--- src/rtl/i2c_dbuf_pkg.sv ---
package i2c_dbuf_pkg;

    // Occupancy flags of the data path.
    typedef struct packed {
        logic tdre;   // transmit buffer empty
        logic sdrf;   // shift register full
        logic rdrf;   // receive buffer full
    } dbuf_flags_t;

    // Bus progress pulses, one cycle each.
    typedef struct packed {
        logic start;
        logic clk1_fall;
        logic clk8_fall;
        logic clk9_rise;
        logic stop;
    } dbuf_ev_t;

endpackage

--- src/rtl/i2c_dbuf_access.sv ---
module i2c_dbuf_access (
    input  logic alt_en,
    input  logic wr_std,
    input  logic rd_std,
    input  logic wr_alt,
    input  logic rd_alt,
    output logic wr_ok,
    output logic rd_ok
);
    // Only the view chosen by alt_en reaches the data path.
    always_comb begin
        wr_ok = alt_en ? wr_alt : wr_std;
        rd_ok = alt_en ? rd_alt : rd_std;
    end
endmodule

--- src/rtl/i2c_dbuf_tx_next.sv ---
module i2c_dbuf_tx_next
    import i2c_dbuf_pkg::*;
#(
    parameter int unsigned DATA_W = 8
) (
    input  dbuf_flags_t       cur,
    input  dbuf_ev_t          ev,
    input  logic [DATA_W-1:0] tx_buf,
    input  logic [DATA_W-1:0] shift,
    input  logic              wr_ok,
    input  logic [DATA_W-1:0] wdata,
    output dbuf_flags_t       nxt,
    output logic [DATA_W-1:0] tx_buf_d,
    output logic [DATA_W-1:0] shift_d
);
    always_comb begin
        nxt      = cur;
        tx_buf_d = tx_buf;
        shift_d  = shift;
        // bus events first, in fixed order
        if (ev.start) begin
            nxt.tdre = 1'b1;
            nxt.sdrf = 1'b0;
        end
        if (ev.clk1_fall && !nxt.tdre) begin
            shift_d  = tx_buf;
            nxt.tdre = 1'b1;
            nxt.sdrf = 1'b1;
        end
        if (ev.stop) begin
            nxt = '0;
        end
        // host access last
        if (wr_ok) begin
            tx_buf_d = wdata;
            nxt.tdre = 1'b0;
        end
    end
endmodule

--- src/rtl/i2c_dbuf_rx_next.sv ---
module i2c_dbuf_rx_next
    import i2c_dbuf_pkg::*;
#(
    parameter int unsigned DATA_W = 8
) (
    input  dbuf_flags_t       cur,
    input  dbuf_ev_t          ev,
    input  logic [DATA_W-1:0] rx_buf,
    input  logic [DATA_W-1:0] shift,
    input  logic              rd_ok,
    input  logic [DATA_W-1:0] rx_byte,
    output dbuf_flags_t       nxt,
    output logic [DATA_W-1:0] rx_buf_d,
    output logic [DATA_W-1:0] shift_d
);
    always_comb begin
        nxt      = cur;
        rx_buf_d = rx_buf;
        shift_d  = shift;
        if (ev.clk9_rise) begin
            shift_d = rx_byte;
            if (!nxt.rdrf) begin
                rx_buf_d = rx_byte;
                nxt.rdrf = 1'b1;
                nxt.sdrf = 1'b0;
            end else begin
                nxt.sdrf = 1'b1;
            end
        end
        if (ev.stop) begin
            nxt = '0;
        end
        if (rd_ok) begin
            nxt.rdrf = 1'b0;
            if (nxt.sdrf) begin
                rx_buf_d = shift_d;
                nxt.rdrf = 1'b1;
                nxt.sdrf = 1'b0;
            end
        end
    end
endmodule

--- src/rtl/i2c_dbuf_flags.sv ---
module i2c_dbuf_flags
    import i2c_dbuf_pkg::*;
#(
    parameter int unsigned DATA_W = 8
) (
    input  logic              clk,
    input  logic              rst_n,
    input  logic              mode_tx,
    input  logic              alt_en,
    input  logic              host_wr_std,
    input  logic              host_rd_std,
    input  logic              host_wr_alt,
    input  logic              host_rd_alt,
    input  logic [DATA_W-1:0] host_wdata,
    output logic [DATA_W-1:0] host_rdata,
    input  logic              ev_start,
    input  logic              ev_stop,
    input  logic              ev_clk1_fall,
    input  logic              ev_clk8_fall,
    input  logic              ev_clk9_rise,
    input  logic [DATA_W-1:0] rx_byte,
    output logic [DATA_W-1:0] shift_data,
    output logic              flag_tdre,
    output logic              flag_sdrf,
    output logic              flag_rdrf
);
    localparam int unsigned BUF_W = DATA_W;

    typedef struct packed {
        logic              mode;
        dbuf_flags_t       flags;
        logic [BUF_W-1:0]  tx_buf;
        logic [BUF_W-1:0]  rx_buf;
        logic [BUF_W-1:0]  shift;
    } dbuf_state_t;

    dbuf_state_t st_q, st_d;
    dbuf_ev_t    ev;
    logic        wr_ok, rd_ok;

    dbuf_flags_t      tx_flags_d, rx_flags_d;
    logic [BUF_W-1:0] tx_buf_d, tx_shift_d, rx_buf_d, rx_shift_d;

    always_comb begin
        ev.start     = ev_start;
        ev.clk1_fall = ev_clk1_fall;
        ev.clk8_fall = ev_clk8_fall;
        ev.clk9_rise = ev_clk9_rise;
        ev.stop      = ev_stop;
    end

    i2c_dbuf_access access_i (
        .alt_en (alt_en),
        .wr_std (host_wr_std),
        .rd_std (host_rd_std),
        .wr_alt (host_wr_alt),
        .rd_alt (host_rd_alt),
        .wr_ok  (wr_ok),
        .rd_ok  (rd_ok)
    );

    i2c_dbuf_tx_next #(.DATA_W(BUF_W)) tx_i (
        .cur      (st_q.flags),
        .ev       (ev),
        .tx_buf   (st_q.tx_buf),
        .shift    (st_q.shift),
        .wr_ok    (wr_ok),
        .wdata    (host_wdata),
        .nxt      (tx_flags_d),
        .tx_buf_d (tx_buf_d),
        .shift_d  (tx_shift_d)
    );

    i2c_dbuf_rx_next #(.DATA_W(BUF_W)) rx_i (
        .cur      (st_q.flags),
        .ev       (ev),
        .rx_buf   (st_q.rx_buf),
        .shift    (st_q.shift),
        .rd_ok    (rd_ok),
        .rx_byte  (rx_byte),
        .nxt      (rx_flags_d),
        .rx_buf_d (rx_buf_d),
        .shift_d  (rx_shift_d)
    );

    // Next-state selection: a mode change wins over everything else.
    always_comb begin
        st_d = st_q;
        if (mode_tx != st_q.mode) begin
            st_d.mode  = mode_tx;
            st_d.flags = '0;
        end else if (st_q.mode) begin
            st_d.flags  = tx_flags_d;
            st_d.tx_buf = tx_buf_d;
            st_d.shift  = tx_shift_d;
        end else begin
            st_d.flags  = rx_flags_d;
            st_d.rx_buf = rx_buf_d;
            st_d.shift  = rx_shift_d;
        end
    end

    always_ff @(posedge clk or negedge rst_n) begin
        if (!rst_n) begin
            st_q <= '0;
        end else begin
            st_q <= st_d;
        end
    end

    assign host_rdata = st_q.rx_buf;
    assign shift_data = st_q.shift;
    assign flag_tdre  = st_q.flags.tdre;
    assign flag_sdrf  = st_q.flags.sdrf;
    assign flag_rdrf  = st_q.flags.rdrf;
endmodule

--- config.mk ---
export PLATFORM = sky130hd
export DESIGN_NAME = i2c_dbuf_flags
export DESIGN_NICKNAME = d
export VERILOG_FILES = /design/src/rtl/i2c_dbuf_pkg.sv /design/src/rtl/i2c_dbuf_access.sv /design/src/rtl/i2c_dbuf_tx_next.sv /design/src/rtl/i2c_dbuf_rx_next.sv /design/src/rtl/i2c_dbuf_flags.sv
export SDC_FILE = /design/constraint.sdc
export NUM_CORES = 1
export LEC_CHECK = 0
export ABC_AREA = 0
export CAP_MARGIN = 10
export CORE_ASPECT_RATIO = 0.6
export CORE_MARGIN = 2
export CORE_UTILIZATION = 53
export CTS_CLUSTER_DIAMETER = 150
export CTS_CLUSTER_SIZE = 12
export DETAILED_ROUTE_END_ITERATION = 7
export PLACE_DENSITY = 0.82
export RECOVER_POWER = 50
export SLEW_MARGIN = 15
export SYNTH_ARGS = -nofsm -noshare
export SYNTH_HDL_FRONTEND = slang
export SYNTH_HIERARCHICAL = 1
export SYNTH_SLANG_ARGS = --single-unit
--- constraint.sdc ---
create_clock -name clk -period 4.1 [get_ports clk]
set_input_delay 0.41 -clock clk [delete_from_list [all_inputs] [get_ports clk]]
set_output_delay 0.41 -clock clk [all_outputs]
set_load 0.005 [all_outputs]
==> qor_table.md <==
| Metric | This run | Unit |
|---|---|---|
| Area of the multi-input gates | 998 | um2 |
| Clk pin slew, worst setup/hold paths | 0.09 | ns |
| Worst-margin pin slew | 1.54 | ns |
| Routed length per instance | 16.4 | um |
| Cts bufs inserted | 3 | - |
| Clock insertion delay at the later pin of the skew report | 0.28 | ns |
| Number of nets with antenna violations after detailed routing | 0 | - |
| Clock Tree Buf Depth | 2 | - |
| Chip height | 50.1 | um |
| Fraction of met1 tracks used by global routing | 0.260 | - |
| Highest-delay cell along the critical path | sky130_fd_sc_hd__clkdlybuf4s50_1 | - |
| Post-CTS Resized | 0 | - |
| Sort of element at the start of the critical path | input pin | - |
| Number of cells on the worst reg-to-reg path | 4 | - |
| YS warnings | 6 | - |
| Deepest level of the CTS H-tree | 1 | - |
| GR Util All Layers | 0.205 | - |
| Drt pass-1 iters | 4 | - |
| Placement-stage worst setup slack | 1.29 | ns |
| Headroom to the max-slew limit | -0.0261 | - |
| Endpoints failing hold | 0 | - |
| Number of DRC violations after detailed-routing iteration 0 | 72 | - |
| Width of the die | 80.9 | um |
| Worst EP arrival | 2.69 | ns |
| Net count after synthesis | 193 | - |
| Cell seen most often among critical-path stages | sky130_fd_sc_hd__mux2_2 | - |
| Cells along the critical path | clkdlybuf4s50_1 > mux2i_1 > nor3b_4 > mux2_2 > mux2_2 | - |
| Clock Sinks | 28 | - |
| Cell Area, Synth | 1880 | um2 |
| Static leakage | 0.000951 | uW |
| Highest fanout seen on the critical path | 11 | - |
| Final worst-path cycle share | 0.614 | - |
| Per-cell via count in the routed design | 5.37 | - |
| Smallest setup slack after layout | 1.58 | ns |
| Kind of capture point of the worst setup path | flip-flop | - |
| Status | finished, violations left | - |
| Die footprint | 4060 | um2 |
| GRT Max-Usage Layer | met2 | - |
| Flip-flop and latch count after synthesis | 28 | - |
| Aggregate negative setup slack | 0 | ns |
| Root buffer selected by CTS | sky130_fd_sc_hd__clkbuf_8 | - |
| Share of synthesized area occupied by flip-flops and latches | 0.373 | - |
| Hold crit path type | flip-flop to flip-flop | - |
| Global routing usage on met2 | 0.350 | - |
| Hold Crit Start | host_rdata[1] | - |
| Unrepaired setup endpoints after global routing | no | - |
| Share of total power in sequential cells | 0.402 | - |
| Worst Path Buf+Inv | 1 | - |
| Mapped Avg Cell Area | 11.6 | um2 |
| CTS tree | done | - |
| Gate count after technology mapping | 162 | - |
| Starting utilization of the core area | 0.566 | - |
| Global route overflow | 0 | - |
| Worst R2R End | shift_data[1] | - |
| Delay of the slowest cell on the worst path | 0.83 | ns |
| Area occupied by registers | 701 | um2 |
| Maximum number of pins on one net before global-route repair | 29 | - |
| Growth of design area from synthesis to finish | 21.6 | % |
| Sw Pwr | 434 | uW |
| MaxCap Viol Count | 1 | - |
| Clock network power share | 0.129 | - |
| Final HPWL from detailed placement | 2.87 | mm |
| Antenna violations before repair | 0 | - |
| DR DRC count | 0 | - |
| Final critical path time including I/O delays and setup | 2.52 | ns |
| Unique cell type count in the Yosys netlist | 19 | - |
| Share of layout cells above drive strength 1 | 0.344 | - |
| Failing checks | max-capacitance violations, max-slew violations | - |
| Fmax | 0.397 | GHz |
| Critical path class | input pin to flip-flop | - |
| Vias in the first global route | 1,227 | - |
| Worst setup slack for register-to-register paths | 2.12 | ns |
| Total setup violations reported at the end of the flow | 0 | - |
| Detailed-route wire length | 3.83 | mm |
| Number of placement rows | 16 | - |
| Global-route wire length before repair | 6.13 | mm |
| Logic gate share of total power | 0.469 | - |
| Largest cells by area after synthesis | sky130_fd_sc_hd__dfrtp_1 37%, sky130_fd_sc_hd__mux2_2 35%, sky130_fd_sc_hd__mux2i_1 6.4% | - |
| Setup clock skew after layout | 0.00211 | ns |
| Largest delay share family, worst path | multiplexers | - |
| Count of pins on the block boundary | 48 | - |
| Placeable core region | 3320 | um2 |
| Switch share | 0.327 | - |
| Fin. max-slew vios | 29 | - |
| Hold Path Depth | 1 | - |
| Antenna Cells | 0 | - |
| Worst IR drop on VDD | 0.000350 | V |
| Share of the synthesized area in the top cell type | 0.373 | - |
| Hold Crit Endpoint | host_rdata[1] | - |
| CTS Hold Bufs | 0 | - |
| Cell taking the most area after synthesis | sky130_fd_sc_hd__dfrtp_1 | - |
| Number of nets in the final layout | 221 | - |
| Most common cell after layout, fill and taps aside | sky130_fd_sc_hd__mux2_2 | - |
| Met3 Use GR | 0.0504 | - |
| Worst reg2reg path startpoint | st_q[27] | - |
| Fillers | 250 | - |
| Total power per unit cell area | 580 | nW/um2 |
| Number of input and output port buffers inserted | 46 | - |
| Leading cell types in the layout, fill and taps excluded | 59 x sky130_fd_sc_hd__mux2_2, 36 x sky130_fd_sc_hd__clkdlybuf4s50_1, 28 x sky130_fd_sc_hd__dfrtp_1, 12 x sky130_fd_sc_hd__mux2i_1, 10 x sky130_fd_sc_hd__dlygate4sd3_1 | - |
| Total number of vias | 1,256 | - |
| Final estimated routing congestion in global placement | 0.836 | - |
| Post-CTS setup buffers | 0 | - |
| Cell internal power dissipation | 892 | uW |
| WP data required | 4.27 | ns |
## cell usage after synthesis
cell type,count
sky130_fd_sc_hd__nor2_1,5
sky130_fd_sc_hd__nor2b_1,3
sky130_fd_sc_hd__o21ai_0,2
sky130_fd_sc_hd__nor3b_4,2
sky130_fd_sc_hd__buf_2,4
sky130_fd_sc_hd__mux2_2,59
sky130_fd_sc_hd__clkbuf_1,2
sky130_fd_sc_hd__inv_1,3
sky130_fd_sc_hd__o22ai_1,1
sky130_fd_sc_hd__dfrtp_1,28
sky130_fd_sc_hd__mux2i_1,12
sky130_fd_sc_hd__buf_6,2
sky130_fd_sc_hd__ha_1,2
sky130_fd_sc_hd__o21ai_1,7
sky130_fd_sc_hd__nand2b_1,1
sky130_fd_sc_hd__buf_4,16
sky130_fd_sc_hd__nand2_1,9
sky130_fd_sc_hd__nor3_1,3
sky130_fd_sc_hd__o21a_1,1
## routing by layer
| layer | wire, um | part of all wire | vias up |
|---|---|---|---|
| li1 | - | - | 608 |
| met1 | 1740 | 0.45 | 597 |
| met2 | 1820 | 0.47 | 45 |
| met3 | 230 | 0.060 | 6 |
| met4 | 43 | 0.011 | 0 |
| met5 | 0 | 0 | - |
## layout make-up
type,count,share of cell area
clock buffer,4,0.0241
inverter,3,0.00493
multi-input combinational,107,0.437
sequential,28,0.307
tap,45,0.0246
timing repair buffer,47,0.203
## metrics by stage
step                      cells  hold WS [ns]   util  cell area, um2  power (uW)
after floorplan             162         0.114      -            1880        1010
after global placement      230         0.511  0.672            2230        1140
after detailed placement    230         0.515  0.672            2230        1190
after CTS                   234         0.509  0.689            2290        1360
after global routing        234         0.551  0.688            2290        1430
final                       234         0.530  0.688            2290        1330
## cells by family after synthesis
group | synth area share
adders and majority gates | 0.0133
muxes | 0.417
DFF | 0.373
buffers and inverters | 0.0965
AOI/OAI and AO/OA | 0.0313
and+or+nand+nor | 0.0692
## how the worst max path moves through the flow
stage            startpoint            end  slack, ns  cells after the start
2_1_floorplan  ev_clk9_rise  host_rdata[0]       2.33                      5
3_3_place_gp   ev_clk9_rise  host_rdata[6]       1.39                      5
3_5_place_dp   ev_clk9_rise  host_rdata[2]       1.29                      5
4_1_cts        ev_clk9_rise  host_rdata[2]       1.59                      5
5_1_grt        ev_clk9_rise  host_rdata[2]       1.49                      5
6_report       ev_clk9_rise  host_rdata[2]       1.58                      5
## power groups by stage
stage                     combinational, uW  clock, uW  sequential [uW]
after floorplan                         529          0              482
after global placement                  615          0              529
after detailed placement                645          0              542
after CTS                               648        178              537
after global routing                    677        192              557
final                                   622        171              533
## worst reg2reg max path: cells and delay by family, from the launching register on
kind | cells | cell delay [ns]
compound gates | 1 | 0.13
fa+ha+maj | 1 | 0.70
buf+inv | 1 | 0.15
flops | 1 | 0.81
simple gates | 1 | 0.13
## flip-flops by register name, summed over array words and instances, names as in the netlist
signal / flops
shift_data: 8
flag_rdrf: 1
flag_sdrf: 1
host_rdata: 8
flag_tdre: 1
st_q: 9
Power figures use the tool's default switching activity.
